File: src/rtl/acc16_core.sv
module acc16_core (
  input  logic        clk,
  input  logic        rst_n,
  output logic [11:0] mem_addr,
  input  logic [15:0] mem_rdata,
  output logic [15:0] mem_wdata,
  output logic        mem_we,
  input  logic [7:0]  in_char,
  input  logic        in_flag,
  output logic        in_take,
  output logic [7:0]  out_char,
  input  logic        out_flag,
  output logic        out_put,
  output logic        ien,
  output logic        halted
);

  typedef enum logic [2:0] {S_FETCH, S_DECODE, S_INDIR, S_EXEC, S_ISZW, S_HALT} state_t;

  localparam logic [2:0] OP_AND = 3'd0, OP_ADD = 3'd1, OP_LDA = 3'd2, OP_STA = 3'd3,
                         OP_BUN = 3'd4, OP_BSA = 3'd5, OP_ISZ = 3'd6, OP_GRP = 3'd7;

  state_t      state;
  logic [15:0] ac, ir, dr;
  logic        e;
  logic [11:0] pc, ar;

  wire [2:0] opc    = ir[14:12];
  wire       ind    = ir[15];
  wire       grp    = (opc == OP_GRP);
  wire       io_op  = grp && ind;
  wire       decode = (state == S_DECODE);

  assign mem_addr  = (state == S_FETCH) ? pc : ar;
  assign mem_we    = ((state == S_EXEC) && (opc == OP_STA || opc == OP_BSA)) || (state == S_ISZW);
  assign mem_wdata = (state == S_ISZW) ? dr : ((opc == OP_BSA) ? {4'h0, pc} : ac);
  assign halted    = (state == S_HALT);
  assign in_take   = decode && io_op && ir[11];
  assign out_put   = decode && io_op && !ir[11] && ir[10];

  always_ff @(posedge clk or negedge rst_n) begin
    if (!rst_n) begin
      state    <= S_FETCH;
      ac       <= '0;
      ir       <= '0;
      dr       <= '0;
      e        <= 1'b0;
      pc       <= '0;
      ar       <= '0;
      ien      <= 1'b0;
      out_char <= '0;
    end else begin
      case (state)
        S_FETCH: begin
          ir    <= mem_rdata;
          pc    <= pc + 12'd1;
          state <= S_DECODE;
        end
        S_DECODE: begin
          if (grp) begin
            state <= S_FETCH;
            if (!ind) begin
              if (ir[11])      ac <= '0;
              else if (ir[10]) e  <= 1'b0;
              else if (ir[9])  ac <= ~ac;
              else if (ir[8])  e  <= ~e;
              else if (ir[7]) begin ac <= {e, ac[15:1]}; e <= ac[0];  end
              else if (ir[6]) begin ac <= {ac[14:0], e}; e <= ac[15]; end
              else if (ir[5])  ac <= ac + 16'd1;
              else if (ir[4]) begin if (!ac[15])     pc <= pc + 12'd1; end
              else if (ir[3]) begin if (ac[15])      pc <= pc + 12'd1; end
              else if (ir[2]) begin if (ac == 16'd0) pc <= pc + 12'd1; end
              else if (ir[1]) begin if (!e)          pc <= pc + 12'd1; end
              else if (ir[0])  state <= S_HALT;
            end else begin
              if (ir[11])      ac[7:0]  <= in_char;
              else if (ir[10]) out_char <= ac[7:0];
              else if (ir[9]) begin if (in_flag)  pc <= pc + 12'd1; end
              else if (ir[8]) begin if (out_flag) pc <= pc + 12'd1; end
              else if (ir[7])  ien <= 1'b1;
              else if (ir[6])  ien <= 1'b0;
            end
          end else begin
            ar    <= ir[11:0];
            state <= ind ? S_INDIR : S_EXEC;
          end
        end
        S_INDIR: begin
          ar    <= mem_rdata[11:0];
          state <= S_EXEC;
        end
        S_EXEC: begin
          state <= S_FETCH;
          case (opc)
            OP_AND: ac <= ac & mem_rdata;
            OP_ADD: {e, ac} <= {1'b0, ac} + {1'b0, mem_rdata};
            OP_LDA: ac <= mem_rdata;
            OP_BUN: pc <= ar;
            OP_BSA: pc <= ar + 12'd1;
            OP_ISZ: begin
              dr    <= mem_rdata + 16'd1;
              state <= S_ISZW;
            end
            default: ;
          endcase
        end
        S_ISZW: begin
          if (dr == 16'd0) pc <= pc + 12'd1;
          state <= S_FETCH;
        end
        default: state <= S_HALT;
      endcase
    end
  end

endmodule

File: config.mk
export PLATFORM = sky130hd
export DESIGN_NAME = acc16_core
export DESIGN_NICKNAME = d
export VERILOG_FILES = /design/src/rtl/acc16_core.sv
export SDC_FILE = /design/constraint.sdc
export NUM_CORES = 1
export LEC_CHECK = 0
export BUFFER_PORTS_ARGS = -buffer_cell sky130_fd_sc_hd__buf_2
export CORE_ASPECT_RATIO = 0.7
export CORE_MARGIN = 2
export CORE_UTILIZATION = 60
export DETAILED_ROUTE_END_ITERATION = 10
export PLACE_DENSITY = 0.88
export SLEW_MARGIN = 20
export SYNTH_ARGS = -nofsm -noshare
export SYNTH_HDL_FRONTEND = slang
export SYNTH_SLANG_ARGS = --single-unit
export TNS_END_PERCENT = 30
File: constraint.sdc
create_clock -name clk -period 4.4 [get_ports clk]
set_input_delay 0.22 -clock clk [delete_from_list [all_inputs] [get_ports clk]]
set_output_delay 0.22 -clock clk [all_outputs]
set_load 0.005 [all_outputs]
==> flow_summary.yaml, run 1 <==
logic_synthesis:
  async_reset_ff_share_pct: 100.0
  syn_nets: 929
  yosysMostFrequentCell: "a21oi_1"
  ys_seq_area_share_pct: 30.24
  synth.distinct_cells: 76
  synth_edf_count: 0
  synth_top_flop_cell: "dfrtp_1"
  synth.avg_cell_area_um2: 8.003
  synth_common_cells: "a21oi_1, dfrtp_1, nor2_1, nand2_1, o21ai_0"
  synth_top_area_cell: "dfrtp_1"
  yosysWarnings: 0
  postSynthCellCount: 879
  netlist.area_leader.share_pct: 30.24
  syn_area_um2: 7034
  yosys-top-cells-area: "dfrtp_1, a21oi_1, mux2_2, nor2_1, nand2_1"
  synth_seq_cells: 85
drt:
  postRouteAntennaNets: 0
  wl_met1_um: 9446
  wire_per_inst_um: 21.29
  route.met2.wl_um: 9312
  wl_met3_um: 3142
  drc: 0
  via_count: 7272
  dr.pass1.iters: 6
  drt-initial-drc-count: 936
  avgViaCountPerCell: 6.860
  wirelength_um: 22560
  top_layer: "met4"
critical_path:
  worstPathArrival_ps: 3140
  reg2regPathDepth: 8
  start_kind: "register"
  rr_endpoint: "ac[14]"
  rr_startpoint: "ac[0]"
  r2r_slack_ps: 1500
  critPathCaptureType: "register"
  required_ps: 4640
  path_max_fanout: 11
  worstSetupPathType: "register to register"
timing:
  max-slew-margin-rel_pct: 31.27
  setup_viol: 0
  max_slew.worst_pin.slew_ps: 1028
  hold_violations: 0
  report.final.slew_viol_count: 0
  fin_crit_sh_pct: 65.84
  finClkSkew_ps: 5.930
  fmax_ghz: 0.3452
  rsz0062_at_grt: "false"
  tns_ps: 0
  timing.hold.ws_ps: 203.2
  period_needed_ps: 2897
run_status:
  outcome: "complete, no violations"
clock_tree:
  tritoncts: "built"
  clk_path_buf_depth: 2
  cts_buffers: 9
  cts_root_buf: "clkbuf_16"
  clkLatencyLatePin_ps: 350
  cts_sinks: 85
  postCtsSetupBuffers: 0
  htreeDepth: 3
  clk_pin_slew_ps: 70
global_route:
  grt_max_degree: 62
  overflow: 0
  grt_pass1_vias: 6507
  grtUsageTotal_pct: 36.03
  grt_pass1_wl_um: 35090
  antenna_found_initial: 0
job:
  drv_cap: 0
layout:
  finish.net_count: 948
  fillCellCount: 969
  n_antenna_cell: 0
  layout-drive-gt1-share_pct: 16.50
  syn2layout_area_growth_pct: 9.089
die:
  core_area_um2: 11560
  ios: 69
  fp-row-count: 33
  initial_core_util_pct: 60.84
  fp.dieH_um: 94.59
  fp.dieArea_um2: 12620
  die_w_um: 133.4
worst_hold_path:
  holdPathEnd: "ir[13]"
  min-delay-start: "mem_rdata[13]"
  whs_path_depth: 3
  hold_class: "input pin to register"
place:
  port_buffers: 68
  dp_hpwl_um: 16090
  routabilityCongestion: 1.055
power:
  p_per_area_nw_per_um2: 818.8
  cellLeakagePower_nw: 3.175
  irDropWorstVdd_uv: 365.3
per-stage QoR:
stage / utilization (%) / power (mW) / instance area, um^2 / cells / setup WS (ps)
2_1_floorplan: - / 4.283 / 7034 / 879 / 2106
3_3_place_gp: 63.72 / 5.246 / 7367 / 1043 / 1726
3_5_place_dp: 63.72 / 5.332 / 7367 / 1043 / 1620
4_1_cts: 66.34 / 6.124 / 7670 / 1060 / 1598
5_1_grt: 66.37 / 6.696 / 7674 / 1060 / 1352
6_report: 66.37 / 6.283 / 7674 / 1060 / 1503
worst max-delay path by stage:
stage / endpoint / from / slack, ps / depth (start not counted)
global route: ac[14] / ac[0] / 1350 / 8
global placement: ac[14] / ac[0] / 1730 / 8
floorplan: ac[14] / ac[0] / 2110 / 8
finish: ac[14] / ac[0] / 1500 / 8
detailed placement: ac[14] / ac[0] / 1620 / 8
CTS: ac[14] / ac[0] / 1600 / 8
final cells by class:
| class | instances | area [um^2] | share of cell area [%] |
|---|---|---|---|
| Timing Repair Buffer | 83 | 457.9 | 5.968 |
| Tap cell | 157 | 196.4 | 2.560 |
| Multi-Input combinational cell | 696 | 4513 | 58.81 |
| Inverter | 23 | 86.33 | 1.125 |
| Sequential cell | 85 | 2127 | 27.72 |
| Clock buffer | 11 | 252.7 | 3.294 |
| Clock inverter | 5 | 40.04 | 0.5218 |
worst max-delay path, cell delays in order (launching register included):
cell,delay [ps]
dfrtp_1,520
ha_1,310
fa_1,440
a211oi_1,340
o211ai_1,260
a41oi_1,450
o21a_1,180
nor3_1,50
a211o_1,230
power by group:
part | total [mW] | internal (mW) | switching (mW)
registers | 1.94 | 1.14 | 0.807
logic | 3.57 | 1.49 | 2.07
clock network | 0.773 | 0.420 | 0.353
layer usage:
layer | vias up | track usage [%]
li1 | 3316 | -
met1 | 3375 | 50.46
met2 | 523 | 51.46
met3 | 58 | 12.61
met4 | 0 | 13.21
met5 | - | 0
cells in the final DEF, fill, tap and decap left out, types with 6 or more instances in the layout:
cell	n
a21o_1	9
and3_1	7
buf_2	67
xor2_1	17
inv_1	22
a211o_1	6
nand4_1	15
xnor2_1	15
o311ai_0	6
nand2_1	79
nor2b_1	7
nor4_1	12
a211oi_1	7
nor3_1	17
mux2i_1	20
a221oi_1	14
nand3_1	28
o211ai_1	10
a22o_1	9
a21oi_1	104
buf_4	15
o21ai_0	58
o31ai_1	8
ha_1	21
clkbuf_16	9
dfrtp_1	85
a22oi_1	8
o22ai_1	9
a31oi_1	6
mux2_2	31
or3_1	8
nor2_1	80
logic make-up after synthesis:
group	after synthesis	synth area share, %
AOI/OAI and AO/OA	295	27.13
DFF	85	30.24
adders and majority gates	22	4.020
muxes	51	7.809
xor gates and xnor gates	32	3.984
buffers and inverters	98	5.887
and+or+nand+nor	296	20.94
sequential cells by signal, indices dropped and copies added (netlist names):
register  count
ar           12
ien           1
state         3
e             1
dr           16
ir           16
out_char      8
pc           12
ac           16
timing repair:
| action | 4_1_cts | 5_1_grt |
|---|---|---|
| hold endpoints to repair | 24 | 0 |
| hold buffers | 1 | 0 |
| gates resized for setup | 0 | 0 |
(Power assumes the default switching activity.)
==> run 2: changes to the inputs <==
Clock period 4.4 ns to 2.8 ns, I/O delays scaled along.
==> run 2 against run 1 <==
Die area stayed put. Non-clock buffer count up 30. Via count up 4.3%. Fmax rose by 10%. Worst hold slack got worse by 110 ps. Global-route usage rose by 1.9 points. Combinational power rose by 80%. Critical path depth unchanged. Final area rose by 3.8%. Critical endpoint is now e.
==> flow_summary.yaml, run 2 (same netlist as run 1, synthesis figures left out) <==
run_status:
  outcome: "complete, no violations"
die:
  die_w_um: 133.4
  fp.dieArea_um2: 12620
  fp-row-count: 33
  fp.dieH_um: 94.59
  ios: 69
  initial_core_util_pct: 60.84
  core_area_um2: 11560
global_route:
  grtUsageTotal_pct: 37.96
  use_met2_pct: 54.21
  antenna_found_initial: 1
  use_met3_pct: 11.54
  grt_pass1_vias: 6752
  grt_max_degree: 43
  grt_pass1_wl_um: 36890
  busiest_layer: "met1"
  use_met1_pct: 54.49
  overflow: 0
power:
  clockPowerShare_pct: 14.0
  p_per_area_nw_per_um2: 1321
  p_total_mw: 10.52
  cellLeakagePower_nw: 3.349
  net-switching-power_mw: 5.272
  p_int_mw: 5.249
  power_frac_seq_pct: 24.8
  irDropWorstVdd_uv: 640.6
  p_sw_share_pct: 50.11
  p_comb_share_pct: 61.2
drt:
  avgViaCountPerCell: 6.957
  drt-initial-drc-count: 1098
  wirelength_um: 23990
  via_count: 7583
  wire_per_inst_um: 22.00
  drc: 0
  postRouteAntennaNets: 0
  dr.pass1.iters: 8
clock_tree:
  cts_buffers: 9
  cts_sinks: 85
  htreeDepth: 3
  clk_pin_slew_ps: 70
  clkLatencyLatePin_ps: 350
  tritoncts: "built"
  clk_path_buf_depth: 2
  postCtsSetupBuffers: 0
  cts_root_buf: "clkbuf_16"
worst_hold_path:
  whs_path_depth: 2
  holdPathEnd: "dr[0]"
  min-delay-start: "mem_rdata[0]"
  hold_class: "input pin to register"
critical_path:
  start_kind: "register"
  critPathCaptureType: "register"
  rr_endpoint: "e"
  rr_startpoint: "ac[0]"
  worstPathArrival_ps: 2860
  path_max_fanout: 4
  worstSetupPathType: "register to register"
  r2r_slack_ps: 170
  required_ps: 3030
  reg2regPathDepth: 8
timing:
  rsz0062_at_grt: "false"
  fmax_ghz: 0.3799
  report.final.slew_viol_count: 0
  finClkSkew_ps: 11.12
  tns_ps: 0
  fin_crit_sh_pct: 94.00
  max_slew.worst_pin.slew_ps: 1040
  hold_violations: 0
  period_needed_ps: 2632
  setup_viol: 0
  timing.hold.ws_ps: 92.07
  max-slew-margin-rel_pct: 30.39
place:
  routabilityCongestion: 1.045
  port_buffers: 68
  dp_hpwl_um: 17360
  dp_cells: 1073
layout:
  final_cell_mix: "a21oi_1, dfrtp_1, nor2_1, nand2_1, buf_2"
  n_antenna_cell: 0
  finalNonFillerCells: 1090
  fillCellCount: 931
  layout_commonest_cell: "a21oi_1"
  layout-drive-gt1-share_pct: 19.19
  finish.net_count: 978
  syn2layout_area_growth_pct: 13.23
  top_regs: "ac x16, dr x16, ir x16"
job:
  drv_cap: 0
run 2: cell types whose count changed in the layout (fill, tap and decap cells not counted), sizes merged:
cell	change
clkinv	-2
bufinv	+3
clkbuf	-2
buf	+30
inv	+1
run 2: area by class of cell:
| type | instances | area [um^2] | area share, % |
|---|---|---|---|
| Sequential cell | 85 | 2127 | 26.70 |
| Clock inverter | 7 | 130.1 | 1.634 |
| Tap cell | 157 | 196.4 | 2.466 |
| Timing Repair Buffer | 113 | 683.2 | 8.577 |
| Inverter | 23 | 86.33 | 1.084 |
| Multi-Input combinational cell | 696 | 4517 | 56.71 |
| Clock buffer | 9 | 225.2 | 2.828 |
run 2: power by group through the flow:
stage          combinational, mW  sequential (mW)  clock (mW)
3_3_place_gp                6.02             2.55           0
3_5_place_dp                6.15             2.57           0
4_1_cts                     6.21             2.56        1.47
5_1_grt                     6.97             2.67        1.52
6_report                    6.44             2.61        1.48
2_1_floorplan               4.51             2.22           0
run 2: metrics by stage:
step           instance area (um^2)  worst slack (ps)  utilization, %
2_1_floorplan                  7034             505.6               -
3_3_place_gp                   7592             283.0           65.67
3_5_place_dp                   7592             144.9           65.67
4_1_cts                        7958             133.4           68.83
5_1_grt                        7965             104.1           68.90
6_report                       7965             168.0           68.90
run 2: critical path, stage by stage, from the launching register on:
cell and delay, ps:
dfrtp_1 390, ha_1 240, fa_1 440, a211oi_1 330, o211ai_1 300, a41oi_2 370
o31ai_1 140, o2111ai_1 190, nand3b_1 100
run 2: per-layer routing:
metal | vias to the layer above | share of wire [%]
li1 | 3371 | -
met1 | 3558 | 42
met2 | 560 | 41
met3 | 90 | 13
met4 | 4 | 3.2
met5 | - | 0.19
run 2: timing repair:
item                                   in CTS  in global routing
gates resized for setup                     0                  1
endpoints found under the hold margin      40                  0
hold buffers                                1                  0
setup endpoints to repair                   0                  2
run 2: how the worst max path moves through the flow:
stage,startpoint,slack (ps),to
2_1_floorplan,ac[0],510,ac[14]
3_3_place_gp,ac[0],280,ac[14]
3_5_place_dp,ac[0],140,e
4_1_cts,ac[0],130,e
5_1_grt,ac[0],100,e
6_report,ac[0],170,e
